### src/rtl/sysclk_pkg.sv
package sysclk_pkg;
  localparam int REG_W = 8;
  localparam logic [REG_W-1:0] REG_RESET = 8'h48;
  localparam int B_PSTOP = 2;
  localparam int B_DRIVE = 3;
  localparam int B_SUBEN = 4;
  localparam int B_MSTOP = 5;
  localparam int B_DIV8 = 6;
  localparam int B_SRC = 7;
  localparam int N_SRC = 4;
  localparam int SEL_W = $clog2(N_SRC);
endpackage

### src/rtl/sysclk_force.sv
module sysclk_force
  import sysclk_pkg::*;
#(
  parameter int W = REG_W
) (
  input  logic [W-1:0] cur,
  input  logic         wr_fire,
  input  logic [W-1:0] wr_data,
  input  logic         onchip_on,
  input  logic         stop_entry,
  input  logic         sub_stable,
  output logic [W-1:0] nxt,
  output logic         reject,
  output logic         lock
);
  always_comb begin
    nxt = cur;
    reject = 1'b0;
    if (wr_fire) begin
      nxt = wr_data;
      if (wr_data[B_SRC] && !cur[B_SRC] && !sub_stable) begin
        nxt[B_SRC] = 1'b0;
        reject = 1'b1;
      end
    end
    if (stop_entry) begin
      nxt[B_DIV8] = 1'b1;
      nxt[B_DRIVE] = 1'b1;
    end
    if (!nxt[B_SUBEN]) nxt[B_DRIVE] = 1'b1;
    lock = !onchip_on && nxt[B_MSTOP];
    if (lock) nxt[B_DIV8] = 1'b1;
  end
endmodule

### src/rtl/sysclk_outmux.sv
module sysclk_outmux
  import sysclk_pkg::*;
#(
  parameter int NS = N_SRC,
  parameter int SW = SEL_W
) (
  input  logic          clk,
  input  logic          rst,
  input  logic [SW-1:0] req_sel,
  input  logic          port_level,
  input  logic [NS-1:0] src_in,
  output logic          clk_out
);
  logic [NS-1:0] lvl;
  logic [NS-1:0] outv;
  logic [SW-1:0] sel_q;
  logic [SW-1:0] sel_nxt;

  genvar gi;
  generate
    for (gi = 0; gi < NS; gi++) begin : g_src
      if (gi == 0) begin : g_port
        assign lvl[gi] = 1'b0;
        assign outv[gi] = port_level;
      end else begin : g_div
        assign lvl[gi] = src_in[gi];
        assign outv[gi] = src_in[gi];
      end
    end
  endgenerate

  always_comb begin
    sel_nxt = sel_q;
    if (!lvl[sel_q] && !lvl[req_sel]) sel_nxt = req_sel;
  end

  always_ff @(posedge clk) begin
    if (rst) begin
      sel_q <= '0;
      clk_out <= 1'b0;
    end else begin
      sel_q <= sel_nxt;
      clk_out <= outv[sel_nxt];
    end
  end
endmodule

### src/rtl/sysclk_ctrl_reg.sv
module sysclk_ctrl_reg
  import sysclk_pkg::*;
(
  input  logic             clk,
  input  logic             rst,
  input  logic             wr_en,
  input  logic [REG_W-1:0] wr_data,
  input  logic             prot_en,
  input  logic             onchip_on,
  input  logic             stop_entry,
  input  logic             sub_stable,
  input  logic             port_level,
  input  logic             clk_fc,
  input  logic             clk_f8,
  input  logic             clk_f32,
  output logic [REG_W-1:0] rd_data,
  output logic             periph_stop_wait,
  output logic             drive_high,
  output logic             sub_osc_en,
  output logic             main_osc_stop,
  output logic             div8_mode,
  output logic             sys_src_sub,
  output logic             main_drive_lock,
  output logic             sel_reject,
  output logic             clk_out
);
  logic [REG_W-1:0] reg_q;
  logic [REG_W-1:0] reg_nxt;
  logic             rej_c;
  logic             lock_c;
  logic             rej_q;
  logic             lock_q;

  sysclk_force #(.W(REG_W)) u_force (
    .cur(reg_q), .wr_fire(wr_en && prot_en), .wr_data(wr_data),
    .onchip_on(onchip_on), .stop_entry(stop_entry), .sub_stable(sub_stable),
    .nxt(reg_nxt), .reject(rej_c), .lock(lock_c)
  );

  always_ff @(posedge clk) begin
    if (rst) begin
      reg_q <= REG_RESET;
      rej_q <= 1'b0;
      lock_q <= 1'b0;
    end else begin
      reg_q <= reg_nxt;
      rej_q <= rej_c;
      lock_q <= lock_c;
    end
  end

  sysclk_outmux #(.NS(N_SRC), .SW(SEL_W)) u_mux (
    .clk(clk), .rst(rst), .req_sel(reg_q[SEL_W-1:0]),
    .port_level(port_level),
    .src_in({clk_f32, clk_f8, clk_fc, 1'b0}),
    .clk_out(clk_out)
  );

  assign rd_data = reg_q;
  assign periph_stop_wait = reg_q[B_PSTOP];
  assign drive_high = reg_q[B_DRIVE];
  assign sub_osc_en = reg_q[B_SUBEN];
  assign main_osc_stop = reg_q[B_MSTOP];
  assign div8_mode = reg_q[B_DIV8];
  assign sys_src_sub = reg_q[B_SRC];
  assign main_drive_lock = lock_q;
  assign sel_reject = rej_q;
endmodule

### config.mk
export PLATFORM = sky130hd
export DESIGN_NAME = sysclk_ctrl_reg
export DESIGN_NICKNAME = d
export VERILOG_FILES = /design/src/rtl/sysclk_pkg.sv /design/src/rtl/sysclk_force.sv /design/src/rtl/sysclk_outmux.sv /design/src/rtl/sysclk_ctrl_reg.sv
export SDC_FILE = /design/constraint.sdc
export NUM_CORES = 1
export LEC_CHECK = 0
export BUFFER_PORTS_ARGS = -buffer_cell sky130_fd_sc_hd__buf_2
export CAP_MARGIN = 20
export CORE_MARGIN = 2
export CORE_UTILIZATION = 25
export CTS_BUF_LIST = sky130_fd_sc_hd__clkbuf_16
export CTS_CLUSTER_DIAMETER = 50
export CTS_CLUSTER_SIZE = 24
export DETAILED_ROUTE_END_ITERATION = 7
export PLACE_DENSITY = 0.53
export SYNTH_ARGS = -nofsm -noshare
export SYNTH_HDL_FRONTEND = slang
export SYNTH_SLANG_ARGS = --single-unit
### constraint.sdc
create_clock -name clk -period 2.8 [get_ports clk]
set_input_delay 0.28 -clock clk [delete_from_list [all_inputs] [get_ports clk]]
set_output_delay 0.28 -clock clk [all_outputs]
set_load 0.005 [all_outputs]
### Word level (Yosys, flattened, before mapping)

Cells that the tools add are included.

| word-level totals | value |
|---|---|
| bits in registers | 13 |

| cells by class | value |
|---|---|
| magnitude comparators | 3 |
| reductions and logical operators | 13 |
| bitwise logic cells | 2 |
| muxes and demuxes | 10 |

Operators by type and width:

| operator | count |
|---|---|
| $lt A2 B3 Y1 const B | 3 |
| $bmux W1 S2 | 3 |
| $mux W6 | 1 |
| $reduce_or A3 Y1 | 2 |
| $logic_and A1 B1 Y1 | 5 |
| $logic_not A1 Y1 | 5 |
| $mux W1 | 5 |
| $mux W2 | 1 |
| $not A1 Y1 | 2 |
| $reduce_or A2 Y1 | 1 |

### Depth between registers and ports, before layout

| depth | value |
|---|---|
| depth after elaboration | 7 |
| depth in mapped cells | 4 |
| gate-level depth less buffers | 4 |

### Cells and area by module

Synthesis repeated with hierarchy kept, for this count alone.

| second synthesis, totals | value |
|---|---|
| cells, all modules | 69 |
| area total of the unflattened synthesis | 683.2 um2 |

By module, submodules not included:

| module | instances | sequential area each (um2) | area an instance (um2) | cells each |
|---|---|---|---|---|
| sysclk_ctrl_reg | 1 | 200.2 | 317.8 | 28 |
| sysclk_outmux | 1 | 60.1 | 224.0 | 24 |
| sysclk_force | 1 | 0.0 | 141.4 | 17 |

### Worst setup path before layout

No wires, ideal clock.

| path | value |
|---|---|
| path kind | flip-flop to flip-flop |
| start | reg reg_q[0] (netlist: rd_data[0]) |
| end | reg u_mux.clk_out |
| data arrival time | 1.274 ns |
| stages on the path, launching flop included | 5 |
| setup slack | 1.431 ns |
| setup time | 0.096 ns |
| cell sequence | dfxtp_1 -> mux2i_1 -> o21ai_1 -> or3b_1 -> o41ai_2 |

| between the ends | value |
|---|---|
| cells in the longest elaborated chain, start to end | 7 |

Ends and longest elaborated chain:

| element | RTL line | RTL |
|---|---|---|
| start: declaration | sysclk_ctrl_reg.sv:27 | `logic [REG_W-1:0] reg_q;` |
| start signal: assignment | sysclk_ctrl_reg.sv:46 | `reg_q <= reg_nxt;` |
| $bmux W1 S2 | sysclk_outmux.sv:34 | `if (!lvl[sel_q] && !lvl[req_sel]) sel_nxt = req_sel;` |
| $mux W1 (not written as such) | sysclk_outmux.sv:34 |  |
| $logic_not A1 Y1 | sysclk_outmux.sv:34 |  |
| $logic_and A1 B1 Y1 | sysclk_outmux.sv:34 |  |
| $mux W2 * | sysclk_outmux.sv:34 |  |
| $bmux W1 S2 * | sysclk_outmux.sv:43 | `clk_out <= outv[sel_nxt];` |
| $mux W1 (not written as such) * | sysclk_outmux.sv:43 |  |
| end signal: assignment | sysclk_outmux.sv:43 |  |
| end: declaration | sysclk_outmux.sv:12 | `output logic clk_out` |

Mark *: on every way between the ends. The rest lies on a longest branch, timed or not. The select of a mux whose other input is x is not followed.
A chain may end at the register's enable or synchronous reset.

### Worst setup path after layout

Same ends and word-level chain as after synthesis.

==> impl_metrics.xml <==
<?xml version="1.0" encoding="UTF-8"?>
<metrics>
  <group name="status">
    <metric name="run_status" unit="">complete, no violations</metric>
  </group>
  <group name="pwr">
    <metric name="vdd_drop_max" unit="uV">255.7</metric>
    <metric name="p_leak" unit="nW">0.3959</metric>
    <metric name="power.density_cell_area" unit="nW/um^2">595.5</metric>
    <metric name="power.total" unit="mW">0.5067</metric>
  </group>
  <group name="synthesis">
    <metric name="synthesis.area_per_instance" unit="sq um">8.653</metric>
    <metric name="yosys_register_bits" unit="">13</metric>
    <metric name="synth_seq_area_share" unit="%">42.36</metric>
    <metric name="synth.cell_area" unit="sq um">614.3</metric>
    <metric name="synth_warnings" unit="">0</metric>
    <metric name="syn-num-nets" unit="">90</metric>
    <metric name="synthDistinctLibCells" unit="">27</metric>
    <metric name="number_of_standard_cells_after_synthesis" unit="">71</metric>
  </group>
  <group name="sta">
    <metric name="min_period_over_period" unit="%">51.98</metric>
    <metric name="rsz0062_at_grt" unit="">no</metric>
    <metric name="finalHoldViolCount" unit="">0</metric>
    <metric name="slew_at_the_pin_with_the_worst_max_slew_slack" unit="ps">305.8</metric>
    <metric name="finalSetupViolations" unit="">0</metric>
    <metric name="slew-limit-headroom" unit="%">79.56</metric>
    <metric name="slew_violations" unit="">0</metric>
    <metric name="setup_slack" unit="ps">1345</metric>
    <metric name="setup_total_negative_slack" unit="ps">0</metric>
    <metric name="fin_worst_skew" unit="ps">2.348</metric>
    <metric name="period_needed" unit="ps">1455</metric>
    <metric name="clock.fmax" unit="MHz">687.1</metric>
  </group>
  <group name="detailed_routing">
    <metric name="via_density_per_instance" unit="">4.508</metric>
    <metric name="drt_drc_violations_left" unit="">0</metric>
    <metric name="detail-route-antenna-nets" unit="">0</metric>
    <metric name="route.final.wire_length" unit="um">1323</metric>
    <metric name="drt_iter0_drc" unit="">5</metric>
    <metric name="route.vias.total" unit="">586</metric>
    <metric name="dr.pass1.iters" unit="">4</metric>
    <metric name="wl_per_cell" unit="um">10.18</metric>
  </group>
  <group name="worst_setup_path">
    <metric name="cp-end-kind" unit="">flip-flop</metric>
    <metric name="timing.critical_path.fanout_max" unit="">6</metric>
    <metric name="rr_startpoint" unit="">rd_data[0]</metric>
    <metric name="cp.arrival" unit="ps">1600</metric>
    <metric name="timing.critical_path.from_type" unit="">flip-flop</metric>
    <metric name="criticalPathCategory" unit="">reg2reg</metric>
    <metric name="cp_data_required_time" unit="ps">2950</metric>
    <metric name="ff2ff_path_depth" unit="">4</metric>
    <metric name="ff2ff_setup_slack" unit="ps">1340</metric>
    <metric name="reg2reg_to" unit="">u_mux.clk_out</metric>
  </group>
  <group name="layout">
    <metric name="layout.cells.non_filler" unit="">130</metric>
    <metric name="antenna_cells" unit="">0</metric>
    <metric name="mostFrequentLayoutCells" unit="">sky130_fd_sc_hd__buf_2 (35), sky130_fd_sc_hd__dfxtp_1 (13), sky130_fd_sc_hd__nand2_1 (12)</metric>
    <metric name="fin_nets" unit="">122</metric>
    <metric name="post_route_cells_drive_above_1_share" unit="%">41.18</metric>
    <metric name="most_common_cell_after_layout_fill_and_taps_aside" unit="">sky130_fd_sc_hd__buf_2</metric>
    <metric name="syn_to_final_growth" unit="%">38.49</metric>
  </group>
  <group name="clock_network">
    <metric name="cts.sink_count" unit="">13</metric>
    <metric name="worst_setup_hold_path_clk_slew" unit="ps">40</metric>
    <metric name="postCtsSetupBuffers" unit="">0</metric>
    <metric name="cts_max_path_buffers" unit="">2</metric>
    <metric name="clock_tree_from_tritoncts" unit="">yes</metric>
    <metric name="worst_skew_pair_later_pin_latency" unit="ps">240</metric>
    <metric name="number_of_buffers_inserted_during_clock_tree_synthesis" unit="">3</metric>
    <metric name="ctsHtreeMaxLevel" unit="">1</metric>
    <metric name="cts_hold_buf" unit="">0</metric>
    <metric name="cts_root_buffer" unit="">sky130_fd_sc_hd__clkbuf_16</metric>
    <metric name="cts-resized-gates" unit="">0</metric>
  </group>
  <group name="min_path">
    <metric name="hold-path-endpoint" unit="">main_drive_lock</metric>
    <metric name="hold_path_depth" unit="">2</metric>
    <metric name="hp-start" unit="">onchip_on</metric>
    <metric name="min_path_type" unit="">in2reg</metric>
  </group>
  <group name="floorplan">
    <metric name="ioPinCount" unit="">36</metric>
    <metric name="initial_standard_cell_utilization_of_the_core" unit="%">26.99</metric>
    <metric name="core-area" unit="sq um">2276</metric>
    <metric name="dieArea" unit="sq um">2870</metric>
    <metric name="die_width" unit="um">53.57</metric>
    <metric name="chip_height" unit="um">53.57</metric>
    <metric name="floorplan.rows" unit="">17</metric>
  </group>
  <group name="run">
    <metric name="drv.max_cap_violation_count" unit="">0</metric>
  </group>
  <group name="placement">
    <metric name="post-place-cells" unit="">126</metric>
    <metric name="dp_slack" unit="ps">1334</metric>
    <metric name="gp_routability_congestion" unit="">0.6867</metric>
    <metric name="portBuffers" unit="">35</metric>
  </group>
  <group name="global_route">
    <metric name="grt_first_pass_wirelength" unit="um">2118</metric>
    <metric name="grt_antenna_before_repair" unit="">0</metric>
    <metric name="grt_pass1_vias" unit="">516</metric>
    <metric name="grt_util_all_layers" unit="%">10.36</metric>
    <metric name="gr-total-overflow" unit="">0</metric>
    <metric name="maximum_number_of_pins_on_one_net_before_global_route_repair" unit="">14</metric>
  </group>
</metrics>
## registers in the layout, summed over array words and instances (netlist names)
name             flops
rd_data              8
u_mux.sel_q          2
main_drive_lock      1
sel_reject           1
u_mux.clk_out        1
## worst max-delay path by stage
| stage | startpoint | endpoint | slack [ps] | cells past startpoint |
|---|---|---|---|---|
| 3_3_place_gp | rd_data[0] | u_mux.clk_out | 1400 | 4 |
| 3_5_place_dp | rd_data[0] | u_mux.clk_out | 1330 | 4 |
| 2_1_floorplan | rd_data[0] | u_mux.clk_out | 1430 | 4 |
| 6_report | rd_data[0] | u_mux.clk_out | 1340 | 4 |
| 5_1_grt | rd_data[0] | u_mux.clk_out | 1240 | 4 |
| 4_1_cts | rd_data[0] | u_mux.clk_out | 1340 | 4 |
## power breakdown
group          internal, mW  leakage, nW  total [mW]  switching, mW
sequential            0.193        0.106       0.199        0.00562
clock                 0.188       0.0423       0.260         0.0719
combinational        0.0260        0.248      0.0485         0.0226
## metrics by stage
stage	hold WS [ps]	cell area [sq um]	util, %
finish	223.3	850.8	37.38
global route	223.7	850.8	37.38
CTS	221.1	850.8	37.38
detailed placement	463.2	772.0	33.92
global placement	456.3	772.0	33.92
floorplan	356.8	614.3	-
## worst max-delay path: stages, from the launching register on
cell and delay, ps:
sky130_fd_sc_hd__dfxtp_1 410, sky130_fd_sc_hd__mux2i_1 290, sky130_fd_sc_hd__o21ai_1 120, sky130_fd_sc_hd__or3b_1 360
sky130_fd_sc_hd__o41ai_2 180
## layer usage
| layer | GRT usage (%) | up-vias | wire [um] |
|---|---|---|---|
| met5 | 0 | - | 0 |
| met4 | 5.128 | 0 | 10 |
| met3 | 5.000 | 2 | 153 |
| met2 | 14.40 | 27 | 538 |
| met1 | 13.22 | 253 | 621 |
| li1 | - | 304 | - |
## synth_stat cells
cell                       instances  share of area, %
sky130_fd_sc_hd__a21o_1            1               1.2
sky130_fd_sc_hd__a21oi_1           5               4.1
sky130_fd_sc_hd__a31oi_1           1               1.0
sky130_fd_sc_hd__and2_1            1               1.0
sky130_fd_sc_hd__and2b_2           1               1.4
sky130_fd_sc_hd__and4_1            1               1.4
sky130_fd_sc_hd__buf_4             6               7.3
sky130_fd_sc_hd__clkbuf_1          2               1.2
sky130_fd_sc_hd__dfxtp_1          13                42
sky130_fd_sc_hd__inv_1             1              0.61
sky130_fd_sc_hd__mux2_1            1               1.8
sky130_fd_sc_hd__mux2i_1           2               3.3
sky130_fd_sc_hd__nand2_1          12               7.3
sky130_fd_sc_hd__nand2b_1          1               1.0
sky130_fd_sc_hd__nand3_1           1              0.81
sky130_fd_sc_hd__nand3b_1          2               2.4
sky130_fd_sc_hd__nand4b_1          1               1.4
sky130_fd_sc_hd__nor2_1            5               3.1
sky130_fd_sc_hd__nor2b_1           1               1.0
sky130_fd_sc_hd__nor3_1            3               2.4
sky130_fd_sc_hd__nor3b_1           2               2.4
sky130_fd_sc_hd__o21ai_0           2               1.6
sky130_fd_sc_hd__o21ai_1           1              0.81
sky130_fd_sc_hd__o21ba_2           2               3.3
sky130_fd_sc_hd__o221ai_1          1               1.4
sky130_fd_sc_hd__o41ai_2           1               2.6
sky130_fd_sc_hd__or3b_1            1               1.4
## final cells by class
class	instances	area (sq um)
Inverter	1	3.754
Clock buffer	3	75.07
Sequential cell	13	260.3
Clock inverter	1	3.754
Fill cell	243	1425
Timing Repair Buffer	35	175.2
Multi-Input combinational cell	49	297.8
Tap cell	28	35.03
## kinds of logic after synthesis
group	share of synthesized area, %
flops	42.36
mux	5.092
simple gates	27.29
buf+inv	9.164
compound gates	16.09
No activity file was read; power rests on OpenSTA's default activity.
